File: config.mk
export PLATFORM = sky130hd
export DESIGN_NAME = fe_tx_encoder
export DESIGN_NICKNAME = d
export VERILOG_FILES = /design/src/rtl/fe_tx_pkg.sv /design/src/rtl/fe_tx_framer.sv /design/src/rtl/fe_tx_serializer.sv /design/src/rtl/fe_tx_scrambler.sv /design/src/rtl/fe_tx_line_coder.sv /design/src/rtl/fe_tx_encoder.sv
export SDC_FILE = /design/constraint.sdc
export NUM_CORES = 1
export LEC_CHECK = 0
export ABC_AREA = 1
export CAP_MARGIN = 20
export CORE_ASPECT_RATIO = 0.5
export CORE_MARGIN = 1.5
export CORE_UTILIZATION = 34
export DETAILED_ROUTE_END_ITERATION = 12
export SETUP_SLACK_MARGIN = 0.3
export SYNTH_ARGS = -nofsm -noshare
export SYNTH_HDL_FRONTEND = slang
export SYNTH_HIERARCHICAL = 1
export SYNTH_SLANG_ARGS = --single-unit
File: constraint.sdc
create_clock -name clk -period 1.6 [get_ports clk]
set_input_delay 0.32 -clock clk [delete_from_list [all_inputs] [get_ports clk]]
set_output_delay 0.32 -clock clk [all_outputs]
set_load 0.01 [all_outputs]
File: src/rtl/fe_tx_pkg.sv
package fe_tx_pkg;

   localparam int unsigned CG_W = 5;
   typedef logic [CG_W-1:0] cgroup_t;

   localparam cgroup_t CG_IDLE = 5'b11111;
   localparam cgroup_t CG_SSD1 = 5'b11000;
   localparam cgroup_t CG_SSD2 = 5'b10001;
   localparam cgroup_t CG_ESD1 = 5'b01101;
   localparam cgroup_t CG_ESD2 = 5'b00111;
   localparam cgroup_t CG_HALT = 5'b00100;

   localparam logic [1:0] LV_ZERO = 2'b00;
   localparam logic [1:0] LV_POS  = 2'b01;
   localparam logic [1:0] LV_NEG  = 2'b11;

   typedef enum logic [1:0] {
      FR_IDLE,
      FR_SSD2,
      FR_BODY,
      FR_ESD2
   } fr_state_e;

   function automatic cgroup_t nib_to_cg(input logic [3:0] nib);
      cgroup_t cg;
      unique case (nib)
         4'h0: cg = 5'b11110;
         4'h1: cg = 5'b01001;
         4'h2: cg = 5'b10100;
         4'h3: cg = 5'b10101;
         4'h4: cg = 5'b01010;
         4'h5: cg = 5'b01011;
         4'h6: cg = 5'b01110;
         4'h7: cg = 5'b01111;
         4'h8: cg = 5'b10010;
         4'h9: cg = 5'b10011;
         4'hA: cg = 5'b10110;
         4'hB: cg = 5'b10111;
         4'hC: cg = 5'b11010;
         4'hD: cg = 5'b11011;
         4'hE: cg = 5'b11100;
         default: cg = 5'b11101;
      endcase
      return cg;
   endfunction

endpackage

File: src/rtl/fe_tx_framer.sv
module fe_tx_framer
   import fe_tx_pkg::*;
(
   input  logic       clk,
   input  logic       rst_n,
   input  logic       load,
   input  logic       link_fail,
   input  logic       txen,
   input  logic       txer,
   input  logic [3:0] txd,
   output cgroup_t    cg_next
);

   fr_state_e st_q, st_d;

   always_comb begin
      st_d    = st_q;
      cg_next = CG_IDLE;
      if (link_fail) begin
         st_d    = FR_IDLE;
         cg_next = CG_IDLE;
      end else begin
         unique case (st_q)
            FR_IDLE: begin
               if (txen) begin
                  cg_next = CG_SSD1;
                  st_d    = FR_SSD2;
               end
            end
            FR_SSD2: begin
               cg_next = CG_SSD2;
               st_d    = FR_BODY;
            end
            FR_BODY: begin
               if (txen) begin
                  cg_next = txer ? CG_HALT : nib_to_cg(txd);
               end else begin
                  cg_next = CG_ESD1;
                  st_d    = FR_ESD2;
               end
            end
            default: begin
               cg_next = CG_ESD2;
               st_d    = FR_IDLE;
            end
         endcase
      end
   end

   always_ff @(posedge clk or negedge rst_n) begin
      if (!rst_n)    st_q <= FR_IDLE;
      else if (load) st_q <= st_d;
   end

endmodule

File: src/rtl/fe_tx_serializer.sv
module fe_tx_serializer
   import fe_tx_pkg::*;
#(
   parameter int unsigned SYM_W = CG_W
)(
   input  logic             clk,
   input  logic             rst_n,
   input  logic             bit_en,
   input  logic [SYM_W-1:0] sym_in,
   output logic             nib_rdy,
   output logic             load,
   output logic             ser_bit
);

   localparam int unsigned SLOT_W = (SYM_W > 1) ? $clog2(SYM_W) : 1;
   localparam logic [SLOT_W-1:0] LAST_SLOT = SLOT_W'(SYM_W - 1);

   logic [SLOT_W-1:0] slot_q;
   logic [SYM_W-1:0]  sh_q;

   assign nib_rdy = (slot_q == LAST_SLOT);
   assign load    = bit_en & nib_rdy;
   assign ser_bit = sh_q[SYM_W-1];

   always_ff @(posedge clk or negedge rst_n) begin
      if (!rst_n) begin
         slot_q <= LAST_SLOT;
         sh_q   <= '1;
      end else if (bit_en) begin
         if (nib_rdy) begin
            sh_q   <= sym_in;
            slot_q <= '0;
         end else begin
            sh_q   <= {sh_q[SYM_W-2:0], 1'b0};
            slot_q <= slot_q + SLOT_W'(1);
         end
      end
   end

endmodule

File: src/rtl/fe_tx_scrambler.sv
module fe_tx_scrambler #(
   parameter int unsigned        W       = 11,
   parameter int unsigned        TAP     = 9,
   parameter logic [W-1:0]       SEED    = 11'h5A3,
   parameter bit                 PRESENT = 1'b1
)(
   input  logic         clk,
   input  logic         rst_n,
   input  logic         bit_en,
   output logic         key,
   output logic [W-1:0] state
);

   generate
      if (PRESENT) begin : g_lfsr
         logic [W-1:0] s_q;
         assign key   = s_q[W-1] ^ s_q[TAP-1];
         assign state = s_q;
         always_ff @(posedge clk or negedge rst_n) begin
            if (!rst_n)      s_q <= SEED;
            else if (bit_en) s_q <= {s_q[W-2:0], key};
         end
      end else begin : g_none
         assign key   = 1'b0;
         assign state = SEED;
      end
   endgenerate

endmodule

File: src/rtl/fe_tx_line_coder.sv
module fe_tx_line_coder
   import fe_tx_pkg::*;
#(
   parameter bit HAS_NRZI = 1'b1
)(
   input  logic       clk,
   input  logic       rst_n,
   input  logic       bit_en,
   input  logic       bypass,
   input  logic       line_bit,
   output logic [1:0] mlt_lvl,
   output logic       nrzi_out
);

   logic [1:0] lvl_q;
   logic       up_q;

   always_ff @(posedge clk or negedge rst_n) begin
      if (!rst_n) begin
         lvl_q <= LV_ZERO;
         up_q  <= 1'b1;
      end else if (bit_en) begin
         if (bypass) begin
            lvl_q <= LV_ZERO;
         end else if (line_bit) begin
            if (lvl_q == LV_ZERO) begin
               lvl_q <= up_q ? LV_POS : LV_NEG;
               up_q  <= ~up_q;
            end else begin
               lvl_q <= LV_ZERO;
            end
         end
      end
   end

   assign mlt_lvl = lvl_q;

   generate
      if (HAS_NRZI) begin : g_nrzi
         logic n_q;
         always_ff @(posedge clk or negedge rst_n) begin
            if (!rst_n)               n_q <= 1'b0;
            else if (bit_en) begin
               if (!bypass)           n_q <= 1'b0;
               else if (line_bit)     n_q <= ~n_q;
            end
         end
         assign nrzi_out = n_q;
      end else begin : g_no_nrzi
         assign nrzi_out = 1'b0;
      end
   endgenerate

endmodule

File: src/rtl/fe_tx_encoder.sv
module fe_tx_encoder
   import fe_tx_pkg::*;
#(
   parameter int unsigned            LFSR_W       = 11,
   parameter int unsigned            LFSR_TAP     = 9,
   parameter logic [LFSR_W-1:0]      LFSR_SEED    = 11'h5A3,
   parameter bit                     SCRAMBLER_EN = 1'b1,
   parameter bit                     NRZI_EN      = 1'b1
)(
   input  logic       clk,
   input  logic       rst_n,
   input  logic       bit_en,
   input  logic [3:0] txd,
   input  logic       txen,
   input  logic       txer,
   input  logic       mode_fx,
   input  logic       scram_off,
   input  logic       link_fail,
   output logic       nib_rdy,
   output logic [1:0] mlt_lvl,
   output logic       nrzi_out
);

   initial begin
      assert (LFSR_SEED != '0) else $fatal(1, "scrambler seed must be nonzero");
      assert (LFSR_TAP > 0 && LFSR_TAP < LFSR_W) else $fatal(1, "scrambler tap out of range");
      assert (CG_W == 5) else $fatal(1, "code group width must be five");
   end

   cgroup_t           cg_next;
   logic              load;
   logic              ser_bit;
   logic              scr_key;
   logic [LFSR_W-1:0] scr_state;
   logic              bypass;
   logic              line_bit;

   assign bypass   = mode_fx | scram_off;
   assign line_bit = ser_bit ^ (scr_key & ~bypass);

   fe_tx_framer u_framer (
      .clk       (clk),
      .rst_n     (rst_n),
      .load      (load),
      .link_fail (link_fail),
      .txen      (txen),
      .txer      (txer),
      .txd       (txd),
      .cg_next   (cg_next)
   );

   fe_tx_serializer #(.SYM_W(CG_W)) u_ser (
      .clk     (clk),
      .rst_n   (rst_n),
      .bit_en  (bit_en),
      .sym_in  (cg_next),
      .nib_rdy (nib_rdy),
      .load    (load),
      .ser_bit (ser_bit)
   );

   fe_tx_scrambler #(
      .W       (LFSR_W),
      .TAP     (LFSR_TAP),
      .SEED    (LFSR_SEED),
      .PRESENT (SCRAMBLER_EN)
   ) u_scr (
      .clk    (clk),
      .rst_n  (rst_n),
      .bit_en (bit_en),
      .key    (scr_key),
      .state  (scr_state)
   );

   fe_tx_line_coder #(.HAS_NRZI(NRZI_EN)) u_line (
      .clk      (clk),
      .rst_n    (rst_n),
      .bit_en   (bit_en),
      .bypass   (bypass),
      .line_bit (line_bit),
      .mlt_lvl  (mlt_lvl),
      .nrzi_out (nrzi_out)
   );

endmodule

# Word level (Yosys, flattened, before mapping)
# Memories as Yosys holds them, arrays and structs flattened.
# Cells that the tools add are included.
[classes]
bitwise_logic = 8
n_reduce_logical = 7
eq_ne = 6
add_sub_neg = 1
mux = 17
[op_table]
columns = ["op", "count"]
rows = [
  ["two-way mux 5 bit", 4],
  ["case mux 5 bit (3 select lines)", 1],
  ["two-way mux 2 bit", 7],
  ["two-way mux 3 bit", 2],
  ["!= test 3 bit, second input constant", 2],
  ["case mux 2 bit (3 select lines)", 1],
  ["zero test 2 bit", 2],
  ["AND reduction 2 bit", 2],
  ["AND reduction 4 bit", 1],
  ["adder 3 x 1 -> 3 bit, second input constant", 1],
  ["equality test 3 bit, second input constant", 1],
  ["inverter 1 bit", 3],
  ["AND reduction 3 bit", 1],
  ["bitwise AND 1 bit", 2],
  ["equality test 2 x 1 -> 1 bit, second input constant", 1],
  ["equality test 2 bit, second input constant", 1],
  ["two-way mux 1 bit", 2],
  ["!= test 2 x 1 -> 1 bit, second input constant", 1],
  ["nonzero test 2 bit", 1],
  ["bitwise XOR 1 bit", 2],
  ["bitwise OR 1 bit", 1],
]
[word_totals]
memories = 1
out_inout_bits = 4
inputBits = 12
rom_bits = 80
wordCells = 47
reg_bits = 25
[mem_list]
columns = ["memory", "words", "width", "rd", "rd_clocked_by_memory_dff", "write_ports", "line_no", "text"]
rows = [
  ["(name not given)", 16, 5, 1, 0, 0, "fe_tx_pkg.sv:26", "unique case (nib)"],
]

# Logic depth before layout (Yosys ltp)
[depth]
word_depth = 6
mapped_depth = 12
ltp_nobuf = 12

# Cells and area by module
# Netlist, hierarchy kept.
[modules_own_cells]
columns = ["module", "cells_per_inst", "n_inst", "area_per_inst_um2", "seq_area_each_um2"]
rows = [
  ["fe_tx_serializer", 55, 1, 442.9, 207.7],
  ["fe_tx_scrambler", 45, 1, 432.9, 282.8],
  ["fe_tx_framer", 53, 1, 315.3, 50.0],
  ["fe_tx_line_coder", 22, 1, 181.4, 101.3],
  ["fe_tx_encoder", 7, 1, 30.0, 0.0],
]

# Least setup slack after synthesis
# No wires, ideal clock.
[synth_path]
kind = "register -> register"
startpoint = "reg u_framer.st_q[0]"
endpoint = "reg u_ser.sh_q[4]"
stages_incl_launch_ff = 13
slack_ns = 0.278
setup_ns = 0.060
path_buffers = 0
arrival_time_ns = 1.262
synth_period_minus_slack_ns = 1.322
required_time_ns = 1.540
path_cell_list = "dfrtp_1 -> inv_1 -> ha_1 -> nand2_1 -> nor2_1 -> nand3_1 -> nand2_1 -> nand2_1 -> nand2_1 -> inv_1 -> nand3_1 -> nand3_1 -> nand2_1"
[synth_between]
elab_chain_cells = 4
word_cells_on_any_way = 6
cone_classes = "eq/ne: 2; mux: 3; reduce/logical: 1"
[synth_lines]
columns = ["item", "line_no", "text"]
rows = [
  ["start, declared", "fe_tx_framer.sv:14", "fr_state_e st_q, st_d;"],
  ["start signal, assigned", "fe_tx_framer.sv:52", "else if (load) st_q <= st_d;"],
  ["equality test 2 bit (tied with other cells)", "fe_tx_framer.sv:23", "unique case (st_q)"],
  ["case mux 5 bit (3 select lines) (*)", "fe_tx_framer.sv:23", ""],
  ["two-way mux 5 bit (*)", "fe_tx_framer.sv:19", "if (link_fail) begin"],
  ["via cg_next[4]", "fe_tx_encoder.sv:30", "cgroup_t cg_next;"],
  ["two-way mux 5 bit (*)", "fe_tx_serializer.sv:30", "if (nib_rdy) begin"],
  ["end signal, assigned", "fe_tx_serializer.sv:31", "sh_q <= sym_in;"],
  ["end signal, assigned", "fe_tx_serializer.sv:34", "sh_q <= {sh_q[SYM_W-2:0], 1'b0};"],
  ["end, declared", "fe_tx_serializer.sv:19", "logic [SYM_W-1:0] sh_q;"],
]
# The timed path passes the listed nets; every way through them passes the cells marked *.
# A chain may end at the register's enable or synchronous reset.

# Worst setup path in the final report
[layout_path]
startpoint = "reg u_ser.slot_q[0]"
endpoint = "out nib_rdy"
[layout_between]
elab_chain_cells = 1
[layout_lines]
columns = ["item", "line_no", "text"]
rows = [
  ["start, declared", "fe_tx_serializer.sv:18", "logic [SLOT_W-1:0] slot_q;"],
  ["start signal, assigned", "fe_tx_serializer.sv:35", "slot_q <= slot_q + SLOT_W'(1);"],
  ["equality test 3 bit", "fe_tx_serializer.sv:21", "assign nib_rdy = (slot_q == LAST_SLOT);"],
  ["end, declared", "fe_tx_encoder.sv:19", "output logic nib_rdy,"],
]
# No other way between the ends.

==> impl_metrics.toml <==
[outcome]
status = "completed"

[setup_path]
critPathMostFrequentCell = "inv_2"
cp-end-kind = "primary output"
worstPathArrival_ns = 1.08
crit_slowest_cell = "dfrtp_1"
worstSetupStartpointType = "flip-flop"
worstPathRequired_ns = 1.28
crit_chain = "inv_2, ha_4, nand2_4, inv_2, buf_6"
critPathKind = "reg -> out"
crit_fanout = 2
crit_path_max_incr_delay_ns = 0.39

[finish]
layout.cells.non_filler = 276
fill_cells = 373
layout_common_cells = "nand2_1, inv_1, buf_4"
n_antenna_cell = 0
area_growth_pct = 42.5
fin_nets = 241
final_common_cell = "nand2_1"
drive_gt1_share_pct = 37.4

[cts]
cts_root_buffer = "clkbuf_8"
holdBufCountCts = 0
clk_pin_slew_ns = 0.09
clock-sinks = 25
numCtsBuffers = 3
clk_path_buf_depth = 2
cts_tree = "built"
clk_latency_ns = 0.27
cts.htree.levels = 1

[grt]
grt_use_met2_pct = 22.9
overflow = 0
antenna_found_initial = 0
top_usage_layer = "met2"
grt_pass1_wl_um = 4490
grt_pass1_vias = 1089
grt_use_met3_pct = 2.36
met1_usage_pct = 14.9
grt_max_degree = 26
grt_usage_pct = 12.5

[timing]
fmax_mhz = 712
skew_ns = 0.00584
rsz0062_at_grt = "true"
final_hold_viol_count = 0
fin_crit_sh_pct = 87.8
fin_ws_ns = 0.196
finalCriticalPeriod_ns = 1.40
worst_pin_slew_ns = 0.309
relSlewSlack_pct = 79.4
drv_slew = 0
tns_ns = 0
finalSetupViolations = 0

[floorplan]
die_h_um = 48.4
die_w_um = 93.8
die-area_mm2 = 0.00454
num_rows = 16
start_util_pct = 35.7
design.core.area_mm2 = 0.00392
pin_count = 16

[yosys]
syn_inst = 182
synth_edf_count = 0
synth_cell_types = 24
yosys_most_used_dff = "dfstp_2"
syn_nets = 200
syn_area_mm2 = 0.00140
async_reset_ff_share_pct = 100
yosysSeqAreaShare_pct = 45.8
ys_warn_count = 6
syn_area_per_cell_um2 = 7.71
ys_ff_latch = 25

[placement]
globalplace.congestion = 0.847
dp_slack_ns = -0.0124
dp.cells = 258
port_buffers = 15
hpwl_um = 1860

[routing]
viasPerCell = 4.47
drtAntennaViolNets = 0
route.detailed.drc = 0
drt-initial-drc-count = 52
drt-pass1-iter-count = 4
vias = 1234
wl_per_cell_um = 10.8
totalWireLength_um = 2990

[min_path]
hp-class = "in -> async"

[flow_run]
maxCapViolCount = 0

[power_and_ir_drop]
ir_worst_vdd_v = 0.000721
p_leak_uw = 0.000963
power_density_mw_per_mm2 = 1400
==> worst paths after layout <==
path / slack (ns) / to / cells after the start / from
setup / recovery: 0.20 / nib_rdy / 5 / u_ser/slot_q[0]$_DFFE_PN0P_
hold / removal: 0.40 / u_line/nrzi_out$_DFFE_PN0P_ / 2 / rst_n
setup reg to reg: 0.21 / u_line/nrzi_out$_DFFE_PN0P_ / 9 / u_scr/state[8]$_DFFE_PN1P_
hold reg to reg: 0.46 / u_ser/sh_q[1]$_DFFE_PN1P_ / 2 / u_ser/sh_q[1]$_DFFE_PN1P_
max in group asynchronous: 0.91 / u_ser/sh_q[0]$_DFFE_PN1P_ / 2 / rst_n
min in group clk: 0.46 / u_ser/sh_q[1]$_DFFE_PN1P_ / 2 / u_ser/sh_q[1]$_DFFE_PN1P_
==> cells in the mapped netlist, types with 2 or more instances <==
library cell / number / area [um2]
a21oi_1: 2 / 10.0
dfrtp_1: 12 / 300
dfstp_2: 13 / 342
ha_1: 6 / 75.1
inv_1: 31 / 116
inv_2: 2 / 7.51
nand2_1: 53 / 199
nand2_2: 2 / 12.5
nand3_1: 21 / 105
nand4_1: 2 / 12.5
nor2_1: 9 / 33.8
o21ai_0: 11 / 55.1
o21ai_1: 7 / 35.0
==> cells by family (layout without fill, tap and decap cells) <==
kind of cell | after synthesis | in the layout | synth area share (%)
and+or+nand+nor | 93 | 93 | 29.6
buffers and inverters | 35 | 75 | 9.99
DFF | 25 | 25 | 45.8
AOI/OAI and AO/OA | 22 | 22 | 8.65
adders and majority gates | 6 | 6 | 5.35
xor gates and xnor gates | 1 | 1 | 0.625
==> layer usage <==
layer  wire, um  part of all wire (%)
met3         74                   2.5
met2       1510                    51
met1       1380                    46
met4         22                  0.74
met5          0                     0
==> per-stage QoR <==
stage                     hold WS [ns]  total power [uW]  util (%)  cell area, um2
final                            0.403              2810      50.9            2000
after global placement           0.454              1980      43.0            1690
after floorplan                 0.0244              1680         -            1410
after detailed placement         0.457              2010      43.0            1690
after global routing             0.446              3010      50.9            2000
after CTS                        0.411              2610      47.7            1870
==> worst max-delay path: cells and delay by family (launching register included) <==
family        cells  cell delay (ns)
fa+ha+maj         1             0.15
buf+inv           3             0.22
simple gates      1             0.05
flops             1             0.39
==> power breakdown <==
| group | internal, uW | total (uW) | switching [uW] |
|---|---|---|---|
| Sequential | 917 | 1060 | 142 |
| Clock | 177 | 380 | 203 |
| Combinational | 674 | 1370 | 693 |
| Total | 1770 | 2810 | 1040 |
==> layout make-up <==
| type | count | area (um2) | share of cell area, % |
|---|---|---|---|
| timing repair buffer | 38 | 359 | 18.0 |
| multi-input combinational | 122 | 756 | 37.8 |
| tap | 54 | 67.6 | 3.38 |
| sequential | 25 | 643 | 32.2 |
| clock buffer | 3 | 41.3 | 2.07 |
| inverter | 33 | 124 | 6.20 |
| clock inverter | 1 | 7.51 | 0.376 |
==> flip-flops by register name, indices dropped and copies added (netlist names) <==
register         count
u_line/nrzi_out      1
u_line/mlt_lvl       2
u_ser/sh_q           5
u_ser/slot_q         3
u_line/up_q          1
u_framer/st_q        2
u_scr/state         11
==> what timing repair did <==
action / 4_1_cts / 5_1_grt
gates cloned: 0 / 0
pin swaps: 15 / 18
endpoints found under the setup margin: 15 / 17
resized for setup: 32 / 26
setup buffers: 9 / 5
Power figures use the tool's default switching activity.
